[config.mk]
export PLATFORM = sky130hd
export DESIGN_NAME = cgmt_switch_ctl
export DESIGN_NICKNAME = d
export VERILOG_FILES = /design/src/rtl/cgmt_pkg.sv /design/src/rtl/cgmt_wait_track.sv /design/src/rtl/cgmt_rr_pick.sv /design/src/rtl/cgmt_pc_store.sv /design/src/rtl/cgmt_switch_ctl.sv
export SDC_FILE = /design/constraint.sdc
export NUM_CORES = 1
export LEC_CHECK = 0
export CORE_MARGIN = 2
export CORE_UTILIZATION = 62
export CTS_CLUSTER_DIAMETER = 100
export DETAILED_ROUTE_END_ITERATION = 12
export DONT_BUFFER_PORTS = 1
export GPL_TIMING_DRIVEN = 0
export PLACE_DENSITY = 0.78
export SYNTH_ARGS = -nofsm -noshare
export SYNTH_HDL_FRONTEND = slang
export SYNTH_HIERARCHICAL = 1
export SYNTH_SLANG_ARGS = --single-unit
[constraint.sdc]
create_clock -name clk -period 6.3 [get_ports clk]
set_input_delay 0.945 -clock clk [delete_from_list [all_inputs] [get_ports clk]]
set_output_delay 0.945 -clock clk [all_outputs]
set_load 0.03 [all_outputs]
[src/rtl/cgmt_pkg.sv]
package cgmt_pkg;

  // What the controller does with the pipeline in a given cycle
  typedef enum logic [1:0] {
    ACT_RUN   = 2'd0,  // keep issuing the current thread
    ACT_START = 2'd1,  // begin a thread and open a refill window
    ACT_PARK  = 2'd2,  // accepted miss but nobody is eligible
    ACT_IDLE  = 2'd3   // pipeline empty, still nobody eligible
  } ctl_act_e;

endpackage

[src/rtl/cgmt_wait_track.sv]
module cgmt_wait_track #(
  parameter int NTHR  = 4,
  parameter int TID_W = 2
) (
  input  logic             clk,
  input  logic             rst,
  input  logic             set_en,
  input  logic [TID_W-1:0] set_tid,
  input  logic             clr_en,
  input  logic [TID_W-1:0] clr_tid,
  output logic [NTHR-1:0]  wait_q,
  output logic [NTHR-1:0]  wait_nx
);

  logic [NTHR-1:0] set_vec;
  logic [NTHR-1:0] clr_vec;

  assign set_vec = set_en ? (NTHR'(1) << set_tid) : '0;
  assign clr_vec = clr_en ? (NTHR'(1) << clr_tid) : '0;
  // A park request wins over a return for the same thread
  assign wait_nx = (wait_q & ~clr_vec) | set_vec;

  always_ff @(posedge clk) begin
    if (rst) wait_q <= '0;
    else     wait_q <= wait_nx;
  end

  AST_PARK_WINS: assert property (@(posedge clk) disable iff (rst)
    set_en |=> wait_q[$past(set_tid)]);

endmodule

[src/rtl/cgmt_rr_pick.sv]
module cgmt_rr_pick #(
  parameter int NTHR  = 4,
  parameter int TID_W = 2
) (
  input  logic [NTHR-1:0]  cand,
  input  logic [TID_W-1:0] base,
  output logic             found,
  output logic [TID_W-1:0] sel
);

  // Search base+1 .. base+NTHR; the loop runs backwards so the nearest wins
  always_comb begin
    int idx;
    found = 1'b0;
    sel   = base;
    idx   = 0;
    for (int k = NTHR; k >= 1; k--) begin
      idx = int'(base) + k;
      if (idx >= NTHR) idx = idx - NTHR;
      if (cand[TID_W'(idx)]) begin
        found = 1'b1;
        sel   = TID_W'(idx);
      end
    end
  end

  always_comb begin
    if (found) AST_PICK_LEGAL: assert (cand[sel]);
  end

endmodule

[src/rtl/cgmt_pc_store.sv]
module cgmt_pc_store #(
  parameter int                NTHR      = 4,
  parameter int                TID_W     = 2,
  parameter int                PC_W      = 32,
  parameter logic [PC_W-1:0]   BOOT_BASE = 'h1000,
  parameter logic [PC_W-1:0]   BOOT_STEP = 'h100
) (
  input  logic             clk,
  input  logic             rst,
  input  logic             wr_en,
  input  logic [TID_W-1:0] wr_tid,
  input  logic [PC_W-1:0]  wr_pc,
  input  logic [TID_W-1:0] rd_tid,
  output logic [PC_W-1:0]  rd_pc
);

  logic [PC_W-1:0] mem_q [NTHR];

  always_ff @(posedge clk) begin
    if (rst) begin
      for (int i = 0; i < NTHR; i++)
        mem_q[i] <= BOOT_BASE + PC_W'(i) * BOOT_STEP;
    end else if (wr_en) begin
      mem_q[wr_tid] <= wr_pc;
    end
  end

  assign rd_pc = mem_q[rd_tid];

  AST_SAVE_LANDS: assert property (@(posedge clk) disable iff (rst)
    wr_en |=> (mem_q[$past(wr_tid)] == $past(wr_pc)));

endmodule

[src/rtl/cgmt_switch_ctl.sv]
module cgmt_switch_ctl
  import cgmt_pkg::*;
#(
  parameter int              NTHR      = 4,
  parameter int              PC_W      = 32,
  parameter int              DEPTH     = 4,
  parameter int              PC_INC    = 4,
  parameter logic [PC_W-1:0] BOOT_BASE = 'h1000,
  parameter logic [PC_W-1:0] BOOT_STEP = 'h100,
  localparam int             TID_W     = (NTHR > 1) ? $clog2(NTHR) : 1
) (
  input  logic             clk,
  input  logic             rst,
  input  logic [NTHR-1:0]  thr_en_i,
  input  logic             stall_i,
  input  logic             miss_i,
  input  logic [PC_W-1:0]  miss_pc_i,
  input  logic             ret_i,
  input  logic [TID_W-1:0] ret_tid_i,
  output logic             fetch_vld_o,
  output logic [TID_W-1:0] tid_o,
  output logic [PC_W-1:0]  fetch_pc_o,
  output logic             flush_o,
  output logic             refill_o
);

  localparam int CNT_W = $clog2(DEPTH + 1);

  logic [CNT_W-1:0] cnt_q;
  logic             take_miss;
  logic             need_pick;
  logic [NTHR-1:0]  wait_q;
  logic [NTHR-1:0]  wait_nx;
  logic [NTHR-1:0]  cand;
  logic             found;
  logic [TID_W-1:0] sel;
  logic [PC_W-1:0]  sel_pc;
  ctl_act_e         act;

  assign refill_o  = (cnt_q != '0);
  assign take_miss = fetch_vld_o & ~refill_o & miss_i;
  assign need_pick = take_miss | ~fetch_vld_o;

  cgmt_wait_track #(.NTHR(NTHR), .TID_W(TID_W)) u_wait (
    .clk     (clk),
    .rst     (rst),
    .set_en  (take_miss),
    .set_tid (tid_o),
    .clr_en  (ret_i),
    .clr_tid (ret_tid_i),
    .wait_q  (wait_q),
    .wait_nx (wait_nx)
  );

  assign cand = thr_en_i & ~wait_nx;

  cgmt_rr_pick #(.NTHR(NTHR), .TID_W(TID_W)) u_pick (
    .cand  (cand),
    .base  (tid_o),
    .found (found),
    .sel   (sel)
  );

  cgmt_pc_store #(
    .NTHR(NTHR), .TID_W(TID_W), .PC_W(PC_W),
    .BOOT_BASE(BOOT_BASE), .BOOT_STEP(BOOT_STEP)
  ) u_pcs (
    .clk    (clk),
    .rst    (rst),
    .wr_en  (take_miss),
    .wr_tid (tid_o),
    .wr_pc  (miss_pc_i),
    .rd_tid (sel),
    .rd_pc  (sel_pc)
  );

  always_comb begin
    if (!need_pick)     act = ACT_RUN;
    else if (found)     act = ACT_START;
    else if (take_miss) act = ACT_PARK;
    else                act = ACT_IDLE;
  end

  always_ff @(posedge clk) begin
    if (rst) begin
      fetch_vld_o <= 1'b0;
      tid_o       <= '0;
      fetch_pc_o  <= '0;
      flush_o     <= 1'b0;
      cnt_q       <= '0;
    end else begin
      unique case (act)
        ACT_START: begin
          fetch_vld_o <= 1'b1;
          tid_o       <= sel;
          fetch_pc_o  <= sel_pc;
          flush_o     <= take_miss;
          cnt_q       <= CNT_W'(DEPTH);
        end
        ACT_PARK: begin
          fetch_vld_o <= 1'b0;
          flush_o     <= 1'b1;
          cnt_q       <= '0;
        end
        ACT_IDLE: begin
          flush_o <= 1'b0;
          cnt_q   <= '0;
        end
        default: begin
          flush_o <= 1'b0;
          if (refill_o) cnt_q <= cnt_q - 1'b1;
          if (!stall_i) fetch_pc_o <= fetch_pc_o + PC_W'(PC_INC);
        end
      endcase
    end
  end

  AST_FLUSH_CAUSE: assert property (@(posedge clk) disable iff (rst)
    flush_o |-> $past(miss_i));

  AST_PARKED_NOT_RUN: assert property (@(posedge clk) disable iff (rst)
    fetch_vld_o |-> !wait_q[tid_o]);

  AST_REFILL_FREEZE: assert property (@(posedge clk) disable iff (rst)
    (refill_o && $past(refill_o)) |-> $stable(tid_o));

  AST_SHORT_STALL_HOLD: assert property (@(posedge clk) disable iff (rst)
    (fetch_vld_o && $past(fetch_vld_o) && $past(stall_i) && !flush_o && $stable(tid_o))
      |-> $stable(fetch_pc_o));

  AST_ONE_START: assert property (@(posedge clk) disable iff (rst)
    !$stable(tid_o) |-> refill_o);

endmodule

== After elaboration in Yosys (flattened, before gate mapping) ==
Memories as Yosys holds them, arrays and structs flattened.
Cells that the tools add are included.
Word-level totals
  bits in writable memories: 128
  register bits after elaboration: 43
  memories: 1
Memory list
  u_pcs.mem_q: words 4, width 32, read ports 1, clocked after Yosys merged registers in 0, write ports 4, line cgmt_pc_store.sv:17  | logic [PC_W-1:0] mem_q [NTHR];
Cells by class
  $add $sub $neg: 10
  equality and inequality tests: 4
  order comparisons: 8
  reduce and logical (&&, ||, !) cells: 6
  shift operators: 2
  muxes and demuxes: 43
  bitwise gates (word level): 11
Operators by type and width (number)
  2-to-1 mux 32 bit: 2
  case mux 32 bit (2 select lines): 1
  adder 32 x 3 -> 32 bit, second input constant: 1
  OR reduction 32 bit: 1
  2-to-1 mux 2 bit: 11
  2-to-1 mux 1 bit: 19
  < comparator 2 x 4 -> 1 bit, second input constant: 4
  >= comparator 3 bit, second input constant: 3
  bitwise AND 4 bit: 2
  binary-select mux 1 bit (select 2 bit): 4
  2-to-1 mux 4 bit: 2
  NOT 4 bit: 2
  << shifter 1 x 2 -> 4 bit, first input constant: 2
  subtractor 2 x 1 -> 2 bit, second input constant: 4
  adder 2 x 2 -> 3 bit, second input constant: 2
  case mux 3 bit (2 select lines): 1
  nonzero test 3 bit: 2
  adder 2 x 3 -> 4 bit, second input constant: 1
  equality test 2 bit, second input constant: 2
  >= comparator 4 x 3 -> 1 bit, second input constant: 1
  bitwise OR 4 bit: 1
  case mux 1 bit (2 select lines): 2
  adder 2 x 1 -> 3 bit, second input constant: 1
  2-to-1 mux 3 bit: 1
  9 further kinds: 12

== Longest topological paths before layout ==
  depth in word-level cells: 21
  gate-level depth with buffers: 19

== Cells and area by module ==
The synthesis kept the hierarchy.
Modules (own cells, without submodules)
  cgmt_pc_store: instances 1, cells each 318, area each 5703.0 µm²
  cgmt_switch_ctl: instances 1, cells each 343, area each 2663.8 µm²
  cgmt_wait_track: instances 1, cells each 25, area each 230.2 µm²
  cgmt_rr_pick: instances 1, cells each 14, area each 82.6 µm²

== Least setup slack after synthesis ==
Ideal clock, no wire load.
  path kind: input port to flip-flop
  from: input miss_i
  to: register fetch_pc_o[22]
  setup slack: 1.387 ns
  arrival time: 4.828 ns
  cell stages on the path: 14
  required time: 6.215 ns
  cell sequence: and3b_1 > and2_1 > nand2_1 > o2bb2ai_1 > nor2b_1 > or4_1 > nor4bb_1 > nor2_1 > ha_1 > clkbuf_1 > nor2_1 > nand4_1 > or4_1 > o221ai_1
On the way
  word-level cells in the longest chain between the ends: 18
  elaborated cells between the ends (all ways): 38
  those cells by class: 4 x eq/ne; 25 x mux; 6 x bitwise; 2 x reduce/logical; 1 x memory
Ends and longest elaborated chain
  start, declared: line cgmt_switch_ctl.sv:16  | input logic miss_i,
  bitwise AND 1 bit *: line cgmt_switch_ctl.sv:41  | assign take_miss = fetch_vld_o & ~refill_o & miss_i;
  net take_miss: line cgmt_switch_ctl.sv:30  | logic take_miss;
  2-to-1 mux 4 bit *: line cgmt_wait_track.sv:18  | assign set_vec = set_en ? (NTHR'(1) << set_tid) : '0;
  bitwise OR 4 bit *: line cgmt_wait_track.sv:21  | assign wait_nx = (wait_q & ~clr_vec) | set_vec;
  net wait_nx[3]: line cgmt_switch_ctl.sv:33  | logic [NTHR-1:0] wait_nx;
  NOT 4 bit *: line cgmt_switch_ctl.sv:55  | assign cand = thr_en_i & ~wait_nx;
  bitwise AND 4 bit *: line cgmt_switch_ctl.sv:55
  net cand[3]: line cgmt_switch_ctl.sv:34  | logic [NTHR-1:0] cand;
  [6 not listed]
  2-to-1 mux 1 bit *: line cgmt_rr_pick.sv:20  | if (cand[TID_W'(idx)]) begin
  net found: line cgmt_switch_ctl.sv:35  | logic found;
  2-to-1 mux 2 bit *: line cgmt_switch_ctl.sv:79  | else if (found) act = ACT_START;
  2-to-1 mux 2 bit *: line cgmt_switch_ctl.sv:78  | if (!need_pick) act = ACT_RUN;
  equality test 2 bit: line cgmt_switch_ctl.sv:92  | unique case (act)
  OR reduction 2 bit (no source line)
  NOT 1 bit (no source line)
  AND reduction 2 bit (no source line)
  end signal, assigned: line cgmt_switch_ctl.sv:96  | fetch_pc_o <= sel_pc;
  end signal, assigned: line cgmt_switch_ctl.sv:112  | if (!stall_i) fetch_pc_o <= fetch_pc_o + PC_W'(PC_INC);
  end, declared: line cgmt_switch_ctl.sv:22  | output logic [PC_W-1:0] fetch_pc_o,
The timed path passes the listed nets; every way through them passes the cells marked *. The select of a mux whose other input is x is not followed.
A chain may end at the register's enable or synchronous reset.

== Worst setup path in the final report ==
  from: register cnt_q[0]
  to: register fetch_pc_o[22]
On the way
  word-level cells in the longest chain between the ends: 21
  elaborated cells between the ends (all ways): 41
  those cells by class: 4 x eq/ne; 25 x mux; 8 x bitwise; 3 x reduce/logical; 1 x memory
Ends and longest elaborated chain
  start, declared: line cgmt_switch_ctl.sv:29  | logic [CNT_W-1:0] cnt_q;
  start signal, assigned: line cgmt_switch_ctl.sv:98  | cnt_q <= CNT_W'(DEPTH);
  start signal, assigned: line cgmt_switch_ctl.sv:111  | if (refill_o) cnt_q <= cnt_q - 1'b1;
  nonzero test 3 bit *: line cgmt_switch_ctl.sv:40  | assign refill_o = (cnt_q != '0);
  NOT 1 bit *: line cgmt_switch_ctl.sv:41
  bitwise AND 1 bit * (2 in a row): line cgmt_switch_ctl.sv:41
  net take_miss: line cgmt_switch_ctl.sv:30
  2-to-1 mux 4 bit *: line cgmt_wait_track.sv:18
  bitwise OR 4 bit *: line cgmt_wait_track.sv:21
  net wait_nx[3]: line cgmt_switch_ctl.sv:33
  NOT 4 bit *: line cgmt_switch_ctl.sv:55
  [1 not listed]
  net cand[3]: line cgmt_switch_ctl.sv:34
  [6 not listed]
  2-to-1 mux 1 bit *: line cgmt_rr_pick.sv:20
  net found: line cgmt_switch_ctl.sv:35
  2-to-1 mux 2 bit *: line cgmt_switch_ctl.sv:79
  2-to-1 mux 2 bit *: line cgmt_switch_ctl.sv:78
  equality test 2 bit: line cgmt_switch_ctl.sv:92
  OR reduction 2 bit (no source line)
  NOT 1 bit (no source line)
  AND reduction 2 bit (no source line)
Marks and branches as above.

==> flow_summary.toml <==
[power]
p_per_area_mw_per_mm2 = 363.2
irDropWorstVdd_mv = 0.2471
fin_total_pwr_uw = 3464
leakage_power_uw = 0.003456

[synth]
synth_flop_cell = "edfxtp_1"
synth_fa_ha_area_share_pct = 0.8649
synth-seq-area-share_pct = 54.20
post_synth_inst_count = 700
synth_edf_count = 128
yosys.cell_types.count = 74
ys_seq_elements = 171
async_reset_ff_share_pct = 0
yosys.area_share.xor_xnor_pct = 0.1009
synthSimpleGateAreaFrac_pct = 21.67
yosys_warnings = 6
dominant_combinational_cell_family_by_area_after_synthesis = "simple AND/OR/NAND/NOR gates"
yosys-mux-area-fraction_pct = 10.34
synth-compound-area-share_pct = 9.514
synth_nets = 749
mappedNetlistArea_sq_mm = 0.008680
synth.avg_cell_area_sq_um = 12.40

[placed_design]
globalplace.congestion = 0.9448
buffer_ports.inserted = 0
dp.cells = 881
detailedPlacementHpwl_um = 14930
post_dp_cell_area_sq_mm = 0.008936

[timing]
grt_setup_unrepaired = "no"
timing.final.hold_violations = 0
finalSetupViolations = 0
worst_slew_pin_slew_ps = 1237
finalHoldWorstSlack_ps = 487.9
fin_setup_tns_ps = 0
layout_worst_path_cycle_share_pct = 91.27
finClkSkew_ps = 11.12
final_max_slew_viol_count = 0
fmax_achieved_mhz = 173.9
max_slew_margin_pct = 16.79
final.min_clock_period_ps = 5750

[critical_path]
worstSetupEndpointType = "flop"
worst_ep_arrival_time_ps = 6090
worst_r2r_path_depth = 16
endpoint_required_time_on_the_critical_path_ps = 6640
r2r_end = "fetch_pc_o[22]$_SDFFE_PP0P_"
cp_max_fo = 11
worstSetupStartpointType = "flop"
worst-r2r-setup-slack_ps = 550
criticalPathCategory = "reg -> reg"
worst_r2r_startpoint = "cnt_q[0]$_SDFFE_PP0P_"

[die]
io-pin-count = 80
num_rows = 43
die_area_sq_mm = 0.01496
die_width_um = 122.3
die_height_um = 122.3
initial_core_util_pct = 63.02
fp.coreArea_sq_mm = 0.01377

[cts]
cts_post_setup_buffers_inserted = 0
clock-root-buffer = "clkbuf_16"
numCtsBuffers = 17
htreeDepth = 4
cts_sinks = 171
cts-resized-gates = 0
cts.hold.buffers_added = 0
clock_insertion_delay_worst_skew_ps = 430
clockBufferDepth = 2
clkTransAtPathRegs_ps = 70
tritoncts = "built"

[drt]
detailedRoute.firstPassIterationCount = 5
routed_wire_length_per_instance_um = 24.26
route.final.wire_length_um = 22150
vias_per_cell = 6.769
ant_nets = 0
dr_total_vias = 6180
initialDrtViolationCount = 861
post-route-drc-count = 0

[layout]
final-instance-count-excl-fill = 913
num_antenna_cells = 0
mostFrequentLayoutCells = "edfxtp_1, and2_1, dfxtp_1"
flow.area_growth_from_synthesis_pct = 9.889
final_area_sq_mm = 0.009538
drive_gt1_share_pct = 11.46
num-nets-final = 769
layout_commonest_cell = "edfxtp_1"

[global_routing]
grt_first_pass_wirelength_um = 33830
global_route.usage.total_pct = 30.63
grt_pass1_vias = 6108
antenna_found_initial = 0
maximum_number_of_pins_on_one_net_before_global_route_repair = 33
grt_overflow = 0

[worst_hold_path]
hold_path.startpoint = "u_wait/wait_q[0]$_SDFF_PP0_"
holdPathEnd = "u_wait/wait_q[0]$_SDFF_PP0_"
min_delay_path_class = "reg -> reg"
whs_path_depth = 2

[flow_run]
maxCapViolations = 0

[status]
run_status = "complete, no violations"
## power breakdown
part	internal [uW]	switching [uW]	leakage (uW)	total, uW
logic	332	459	0.00151	791
registers	1350	264	0.00165	1610
clock network	623	437	0.000297	1060
## Yosys cell counts, drive strengths merged, types with 6 or more instances
library cell	count	area share [%]
buf	16	1.2
o21ai	11	0.63
inv	16	0.69
a32o	9	1.0
and4	6	0.61
nor2	32	1.4
mux4	32	9.5
nor3	12	0.69
dfxtp	43	9.9
o2bb2ai	6	0.68
nand2	35	1.5
mux2i	6	0.69
nand2b	11	0.79
edfxtp	128	44
nand3	15	1.0
nor2b	17	1.2
or4	11	0.99
a211oi	6	0.52
ha	6	0.86
a31oi	9	0.65
a21oi	14	0.81
nand4	14	1.0
o211ai	6	0.52
clkbuf	27	1.3
and2	125	9.1
nor4	11	0.79
## worst max-delay path, cell delays in order (launching register included)
cell and delay [ps]:
dfxtp_1 330, inv_1 90, ha_1 200, and3b_1 200, and2_1 400, nand2_1 210
o2bb2ai_1 230, nor2b_1 120, or4_1 660, nor4bb_2 680, nor2_1 330, ha_1 270
clkbuf_1 200, nor2_1 610, nand4_1 360, or4_1 610, o221ai_1 180
## layer usage
layer | track usage (%) | vias up | part of all wire, %
li1 | - | 2737 | -
met1 | 39.02 | 3045 | 40
met2 | 48.68 | 339 | 48
met3 | 8.736 | 59 | 8.6
met4 | 14.51 | 0 | 3.7
met5 | 0 | - | 0
## worst max-delay path by stage
stage,start,end,slack (ps),cells after the start
4_1_cts,cnt_q[0]$_SDFFE_PP0P_,fetch_pc_o[22]$_SDFFE_PP0P_,400,16
5_1_grt,cnt_q[0]$_SDFFE_PP0P_,fetch_pc_o[22]$_SDFFE_PP0P_,220,16
3_3_place_gp,miss_i,fetch_pc_o[22]$_SDFFE_PP0P_,270,14
6_report,cnt_q[0]$_SDFFE_PP0P_,fetch_pc_o[22]$_SDFFE_PP0P_,550,16
3_5_place_dp,miss_i,fetch_pc_o[22]$_SDFFE_PP0P_,130,14
2_1_floorplan,miss_i,fetch_pc_o[22]$_SDFFE_PP0P_,1390,14
## per-stage QoR
step	util [%]	setup slack, ps
CTS	69.20	400.5
finish	69.25	550.0
global placement	64.65	271.1
global route	69.25	224.1
detailed placement	64.88	127.0
floorplan	-	1387
## kinds of logic (layout without fill, tap and decap cells)
logic type      count (synthesis)  after routing
simple gates                  314            314
xor+xnor                        1              1
flops                         171            171
fa+ha+maj                       6              6
compound gates                108            108
buf+inv                        61             94
mux                            39             39
## final cells by class
class | count | area [sq um]
fill | 996 | 4235
buffer | 43 | 220.2
tap | 180 | 225.2
clock buffer | 17 | 425.4
sequential | 171 | 4705
inverter | 18 | 67.56
clock inverter | 15 | 170.2
timing repair buffer | 1 | 20.02
multi-input combinational | 468 | 3705
## state kept, by name, indices dropped and copies added (netlist names)
| register | cells |
|---|---|
| cnt_q | 3 |
| fetch_pc_o | 32 |
| fetch_vld_o | 1 |
| flush_o | 1 |
| tid_o | 2 |
| u_pcs/mem_q | 128 |
| u_wait/wait_q | 4 |
No activity file was read; power rests on OpenSTA's default activity.
